## src/rtl/pll_search_pkg.sv

```systemverilog
package pll_search_pkg;
    localparam int MUL_W   = 8;
    localparam int POST_W  = 3;
    localparam int FILT_W  = 3;
    localparam int N_THRESH = 7;

    typedef enum logic [1:0] {
        S_IDLE,
        S_SCAN,
        S_REPORT
    } srch_state_e;

    typedef struct packed {
        logic [MUL_W-1:0]  mul;
        logic              pre;
        logic [POST_W-1:0] post;
    } pll_cfg_t;
endpackage

```

## src/rtl/pll_cand_eval.sv

```systemverilog
module pll_cand_eval
    import pll_search_pkg::*;
#(
    parameter int RATE_W = 16
) (
    input  logic [RATE_W-1:0] ref_i,
    input  logic [RATE_W-1:0] req_i,
    input  pll_cfg_t          cfg_i,
    output logic              fits_o,
    output logic [RATE_W-1:0] err_o
);
    localparam int PROD_W = RATE_W + MUL_W + 1;
    localparam int SH_W   = POST_W + 1;

    logic [MUL_W:0]      mplus;
    logic [PROD_W-1:0]   prod;
    logic [SH_W-1:0]     shamt;
    logic [PROD_W-1:0]   freq;

    always_comb begin
        mplus  = {1'b0, cfg_i.mul} + {{MUL_W{1'b0}}, 1'b1};
        prod   = {{(MUL_W+1){1'b0}}, ref_i} * {{RATE_W{1'b0}}, mplus};
        shamt  = {1'b0, cfg_i.post} + {{POST_W{1'b0}}, cfg_i.pre};
        freq   = prod >> shamt;
        fits_o = freq <= {{(MUL_W+1){1'b0}}, req_i};
        err_o  = req_i - freq[RATE_W-1:0];
    end
endmodule

```

## src/rtl/pll_filter_sel.sv

```systemverilog
module pll_filter_sel
    import pll_search_pkg::*;
#(
    parameter int RATE_W = 16
) (
    input  logic [RATE_W-1:0] ref_i,
    input  logic              pre_i,
    output logic [FILT_W-1:0] code_o
);
    localparam int unsigned BAND [N_THRESH] = '{10, 16, 26, 42, 65, 104, 166};

    logic [RATE_W-1:0]   f_in;
    logic [N_THRESH-1:0] above;

    assign f_in = pre_i ? (ref_i >> 1) : ref_i;

    for (genvar i = 0; i < N_THRESH; i++) begin : g_band
        assign above[i] = f_in >= RATE_W'(BAND[i]);
    end

    always_comb begin
        code_o = '0;
        for (int i = 0; i < N_THRESH; i++) begin
            code_o = code_o + {{(FILT_W-1){1'b0}}, above[i]};
        end
    end
endmodule

```

## src/rtl/pll_search_engine.sv

```systemverilog
module pll_search_engine
    import pll_search_pkg::*;
#(
    parameter int RATE_W = 16
) (
    input  logic                clk,
    input  logic                rst_n,
    input  logic                start_i,
    input  logic [RATE_W-1:0]   req_rate_i,
    input  logic [RATE_W-1:0]   ref_rate_i,
    output logic                busy_o,
    output logic                done_o,
    output logic [MUL_W-1:0]    mul_o,
    output logic                pre_o,
    output logic [POST_W-1:0]   post_o,
    output logic [FILT_W-1:0]   filt_o,
    output logic                exact_o,
    output logic                nofit_o,
    output logic [RATE_W-1:0]   err_o,
    output logic [31:0]         word_o
);
    localparam logic [MUL_W-1:0]  MUL_MAX  = {MUL_W{1'b1}};
    localparam logic [POST_W-1:0] POST_MAX = {POST_W{1'b1}};

    srch_state_e state_q, state_d;

    logic [RATE_W-1:0] req_q, ref_q;
    pll_cfg_t          cur_q, cur_nx;
    pll_cfg_t          best_q, nb_cfg;
    logic [RATE_W-1:0] best_err_q, nb_err;
    logic              best_vld_q, nb_vld;

    logic              fits;
    logic [RATE_W-1:0] cand_err;
    logic              hit_exact, better, last_cand, finish;
    logic [FILT_W-1:0] filt_nb;

    pll_cand_eval #(.RATE_W(RATE_W)) u_eval (
        .ref_i  (ref_q),
        .req_i  (req_q),
        .cfg_i  (cur_q),
        .fits_o (fits),
        .err_o  (cand_err)
    );

    pll_filter_sel #(.RATE_W(RATE_W)) u_filt (
        .ref_i  (ref_q),
        .pre_i  (nb_cfg.pre),
        .code_o (filt_nb)
    );

    always_comb begin
        hit_exact = fits && (cand_err == '0);
        better    = fits && (!best_vld_q || (cand_err < best_err_q));
        last_cand = !cur_q.pre && (cur_q.post == '0) && (cur_q.mul == MUL_MAX);
        finish    = (state_q == S_SCAN) && (hit_exact || last_cand);
        nb_cfg    = better ? cur_q : best_q;
        nb_err    = better ? cand_err : best_err_q;
        nb_vld    = best_vld_q || fits;

        cur_nx = cur_q;
        if (cur_q.mul != MUL_MAX) begin
            cur_nx.mul = cur_q.mul + 1'b1;
        end else begin
            cur_nx.mul = '0;
            if (cur_q.post != '0) begin
                cur_nx.post = cur_q.post - 1'b1;
            end else begin
                cur_nx.post = POST_MAX;
                cur_nx.pre  = 1'b0;
            end
        end
    end

    // Next-state logic
    always_comb begin
        state_d = state_q;
        unique case (state_q)
            S_IDLE:   if (start_i) state_d = S_SCAN;
            S_SCAN:   if (finish)  state_d = S_REPORT;
            S_REPORT: state_d = S_IDLE;
            default:  state_d = S_IDLE;
        endcase
    end

    // State register
    always_ff @(posedge clk or negedge rst_n) begin
        if (!rst_n) state_q <= S_IDLE;
        else        state_q <= state_d;
    end

    // Search datapath registers
    always_ff @(posedge clk or negedge rst_n) begin
        if (!rst_n) begin
            req_q      <= '0;
            ref_q      <= '0;
            cur_q      <= '0;
            best_q     <= '0;
            best_err_q <= '0;
            best_vld_q <= 1'b0;
        end else begin
            unique case (state_q)
                S_IDLE: begin
                    if (start_i) begin
                        req_q      <= req_rate_i;
                        ref_q      <= ref_rate_i;
                        cur_q      <= '{mul: '0, pre: 1'b1, post: POST_MAX};
                        best_q     <= '0;
                        best_err_q <= '0;
                        best_vld_q <= 1'b0;
                    end
                end
                S_SCAN: begin
                    cur_q      <= cur_nx;
                    best_q     <= nb_cfg;
                    best_err_q <= nb_err;
                    best_vld_q <= nb_vld;
                end
                S_REPORT: ;
                default: ;
            endcase
        end
    end

    // Output registers
    always_ff @(posedge clk or negedge rst_n) begin
        if (!rst_n) begin
            done_o  <= 1'b0;
            mul_o   <= '0;
            pre_o   <= 1'b0;
            post_o  <= '0;
            filt_o  <= '0;
            exact_o <= 1'b0;
            nofit_o <= 1'b0;
            err_o   <= '0;
        end else begin
            done_o <= finish;
            if (finish) begin
                if (nb_vld) begin
                    mul_o   <= nb_cfg.mul;
                    pre_o   <= nb_cfg.pre;
                    post_o  <= nb_cfg.post;
                    filt_o  <= filt_nb;
                    exact_o <= hit_exact;
                    nofit_o <= 1'b0;
                    err_o   <= nb_err;
                end else begin
                    mul_o   <= '0;
                    pre_o   <= 1'b0;
                    post_o  <= '0;
                    filt_o  <= '0;
                    exact_o <= 1'b0;
                    nofit_o <= 1'b1;
                    err_o   <= '0;
                end
            end
        end
    end

    assign busy_o = (state_q != S_IDLE);
    assign word_o = {{(8-FILT_W){1'b0}}, filt_o, mul_o, 7'b0, pre_o, 5'b0, post_o};
endmodule

```

## config.mk

```make
export PLATFORM = sky130hd
export DESIGN_NAME = pll_search_engine
export DESIGN_NICKNAME = d
export VERILOG_FILES = /design/src/rtl/pll_search_pkg.sv /design/src/rtl/pll_cand_eval.sv /design/src/rtl/pll_filter_sel.sv /design/src/rtl/pll_search_engine.sv
export SDC_FILE = /design/constraint.sdc
export NUM_CORES = 1
export LEC_CHECK = 0
export BUFFER_PORTS_ARGS = -buffer_cell sky130_fd_sc_hd__buf_2
export CORE_ASPECT_RATIO = 1.75
export CORE_MARGIN = 2
export CORE_UTILIZATION = 41
export CTS_BUF_LIST = sky130_fd_sc_hd__clkbuf_8
export DETAILED_ROUTE_END_ITERATION = 16
export HOLD_SLACK_MARGIN = 0.02
export PLACE_DENSITY = 0.63
export REMOVE_ABC_BUFFERS = 1
export SYNTH_ARGS = -nofsm -noshare
export SYNTH_HDL_FRONTEND = slang
export SYNTH_SLANG_ARGS = --single-unit
```

## constraint.sdc

```tcl
create_clock -name clk -period 14.7 [get_ports clk]
set_clock_uncertainty 0.2 [all_clocks]
set_input_delay 0.735 -clock clk [delete_from_list [all_inputs] [get_ports clk]]
set_output_delay 0.735 -clock clk [all_outputs]
set_load 0.05 [all_outputs]
```

==> results.py <==
metrics = {
    "die": {
        "pin_count": 102,
        "die_x_um": 138,
        "start_util_pct": 41.8,
        "num_rows": 85,
        "core_mm2": 0.0308,
        "dieArea_mm2": 0.0329,
        "die_h_um": 239,
    },
    "clocking": {
        "clock_latency_ns": 0.44,
        "cts_root_buf": "clkbuf_8",
        "cts_buffers": 9,
        "cts.clk_slew.worst_paths_ns": 0.12,
        "ctsLongestPathBuffers": 2,
        "clock-sinks": 109,
        "htree_levels": 3,
        "tritoncts": "done",
        "post_cts_buffers": 0,
    },
    "route": {
        "final_antenna_net_count": 0,
        "wire_per_inst_um": 16.5,
        "wl_mm": 32.4,
        "drc": 0,
        "drt-pass1-iter-count": 6,
        "avgViaCountPerCell": 5.42,
        "drt-initial-drc-count": 582,
        "vias": 10600,
    },
    "power": {
        "power.density_mw_per_mm2": 37.5,
        "p_leak_nw": 6.50,
        "ir_drop_mv": 0.0529,
        "p_total_mw": 0.511,
    },
    "critical_path": {
        "crit_slowest_cell": "fa_1",
        "startpoint_type": "flip-flop",
        "crit_required_ns": 14.83,
        "slowest_delay_ns": 0.56,
        "end_kind": "flip-flop",
        "critical_path.top_delay_family": "adder cells",
        "cp_common_cell": "fa_1",
        "crit_fanout": 17,
        "worstSetupPathType": "flip-flop to flip-flop",
        "timing.critical_path.arrival_ns": 13.75,
        "path_buf_inv": 4,
    },
    "synth": {
        "synth-xor-area-share_pct": 2.17,
        "avgSynthCellArea_um2": 8.28,
        "synthAdderAreaFrac_pct": 25.6,
        "netlist_area_mm2": 0.0129,
        "synth_edf_count": 0,
        "ys_async_sr_fraction_pct": 100,
        "muxShareOfSynthArea_pct": 4.20,
        "yosysUniqueCellTypes": 79,
        "synth_simple_gate_area_share_pct": 19.6,
        "synth_compound_area_share_pct": 17.2,
        "netlist_instances": 1557,
        "synth_seq_area_share_pct": 21.2,
        "ys.warnings.count": 0,
        "synth_top_family_by_area": "adder cells",
        "synth-main-ff-cell": "dfrtp_1",
        "ys_ff_latch": 109,
    },
    "place": {
        "dp_hpwl_mm": 25.5,
        "io_buffers": 84,
        "gp_congestion": 0.866,
        "dp.cells": 1943,
        "place_ws_ns": 0.777,
    },
    "sta": {
        "rsz0062_at_grt": "false",
        "layout_setup_ws_ns": 1.08,
        "period_minus_slack_ns": 13.62,
        "fin_crit_sh_pct": 92.7,
        "slew_headroom_pct": 21.9,
        "drv_slew": 0,
        "setup_violations": 0,
        "worst_pin_slew_ns": 1.17,
        "hold_viol_final": 0,
        "fmax_mhz": 73.4,
        "tns_ns": 0,
    },
    "run_status": {
        "outcome": "complete, no violations",
    },
    "cells_and_area": {
        "drive_gt1_share_pct": 10.3,
        "fin_cells": 1960,
        "areaGrowthSynthToFinish_pct": 5.58,
        "fin_nets": 1800,
    },
    "grt": {
        "grt_max_degree": 66,
        "grt_pass1_vias": 10700,
        "grt_first_pass_wirelength_mm": 53.7,
        "antenna_found_initial": 1,
        "grt_remaining_overflow": 0,
        "grt.total_usage_pct": 20.1,
    },
    "flow_run": {
        "drv_cap": 0,
    },
    "hold_path": {
        "hold_path.class": "input port to asynchronous set/reset pin",
    },
}
worst reg2reg max path: cells and delay by family (launching register included):
kind | cells | cell delay [ns]
compound gates | 18 | 3.46
flops | 1 | 0.44
buf+inv | 4 | 0.43
mux | 2 | 0.42
fa+ha+maj | 13 | 5.15
xor+xnor | 3 | 0.49
simple gates | 14 | 2.96
through the flow:
stage / hold WS, ns / util, % / instance area, um^2
global placement: 0.260 / 43.5 / 13400
global route: 0.164 / 44.1 / 13600
detailed placement: 0.267 / 43.5 / 13400
floorplan: 0.239 / - / 12300
finish: 0.110 / 44.1 / 13600
CTS: 0.123 / 44.1 / 13600
cell families (layout without fill, tap and decap cells):
| logic type | Yosys count | after routing |
|---|---|---|
| XOR/XNOR | 32 | 32 |
| buffers and inverters | 306 | 301 |
| adder cells (fa/ha/maj) | 202 | 202 |
| AND/OR/NAND/NOR | 527 | 527 |
| AO/OA/AOI/OAI | 327 | 327 |
| flip-flops | 109 | 109 |
| other | 1 | 18 |
| multiplexers | 53 | 53 |
layout make-up:
cell class / instances / area, um^2
Antenna cell: 1 / 2.50
Clock buffer: 9 / 124
Clock inverter: 7 / 73.8
Fill cell: 3121 / 17200
Inverter: 184 / 691
Multi-Input combinational cell: 1158 / 8950
Sequential cell: 109 / 2730
Tap cell: 391 / 489
Timing Repair Buffer: 101 / 551
report_power, final:
part,switching [mW],internal [mW]
logic,0.0166,0.00345
registers,0,0.300
clock network,0.124,0.0667
total,0.141,0.370
layer usage:
metal / routed length, um / part of all wire, % / global-route usage (%)
met3: 1010 / 3.1 / 2.34
met5: 0 / 0 / 0
met1: 12500 / 39 / 22.2
met4: 1150 / 3.6 / 8.44
met2: 17700 / 55 / 38.5
sequential cells by signal (all words and copies together) (netlist names), 2 cells and up:
register    flops
mul_o           8
filt_o          3
err_o          16
state_q         2
best_err_q     16
post_o          3
cur_q          12
best_q         12
req_q          16
ref_q          16
what timing repair did:
| action | 4_1_cts | 5_1_grt |
|---|---|---|
| setup endpoints to repair | 0 | 2 |
| gates resized for setup | 0 | 2 |
| hold buffers | 0 | 0 |
| endpoints found under the hold margin | 0 | 0 |
worst paths after layout:
check	from	to	slack, ns	depth (start not counted)
min in group clk	req_rate_i[1]	req_q[1]	0.29	3
min reg2reg	err_o[8]	err_o[8]	0.29	2
max reg2reg	cur_q[7]	filt_o[2]	1.08	54
max in group asynchronous	rst_n	ref_q[9]	12.91	2
max	cur_q[7]	filt_o[2]	1.08	54
min	rst_n	ref_q[14]	0.11	1
cells in the mapped netlist, drive strengths merged, types with 9 or more instances:
| master | n | area, um^2 |
|---|---|---|
| buf | 43 | 308 |
| nor2b | 22 | 138 |
| xnor2 | 21 | 184 |
| nand3 | 45 | 225 |
| o21a | 21 | 158 |
| fa | 103 | 2060 |
| o211ai | 11 | 82.6 |
| and3 | 10 | 62.6 |
| nand4 | 9 | 56.3 |
| o31ai | 34 | 335 |
| and2 | 96 | 603 |
| a21o | 17 | 128 |
| o21ai | 99 | 499 |
| a211oi | 14 | 123 |
| a21oi | 73 | 373 |
| dfrtp | 109 | 2730 |
| ha | 99 | 1240 |
| clkbuf | 79 | 297 |
| inv | 183 | 687 |
| xor2 | 11 | 96.3 |
| nor2 | 92 | 345 |
| nand2 | 204 | 766 |
| mux2i | 47 | 470 |
| nor3 | 15 | 75.1 |
cell usage in the layout (no fill, tap or decap), types with 5 or more instances in the layout:
master    instances
o21a_1           21
nor2b_1          22
o21ai_0          95
nand2_1         203
o211ai_1         11
or3_1             5
conb_1           17
nor3_1           15
o31ai_1          18
clkbuf_8          9
o31ai_2          16
nand4_1           9
xor2_1           11
inv_1           183
and3_1            9
dfrtp_1         109
buf_4            18
a21oi_1          71
a211o_1           5
a211oi_1         12
and2_1           94
xnor2_1          20
a21boi_0          5
fa_1            103
buf_2            83
nor2_1           90
ha_1             99
a21o_1           16
nand3_1          45
nand2b_1          5
mux2i_1          47
Note: power is estimated with default switching activity, not from simulation.
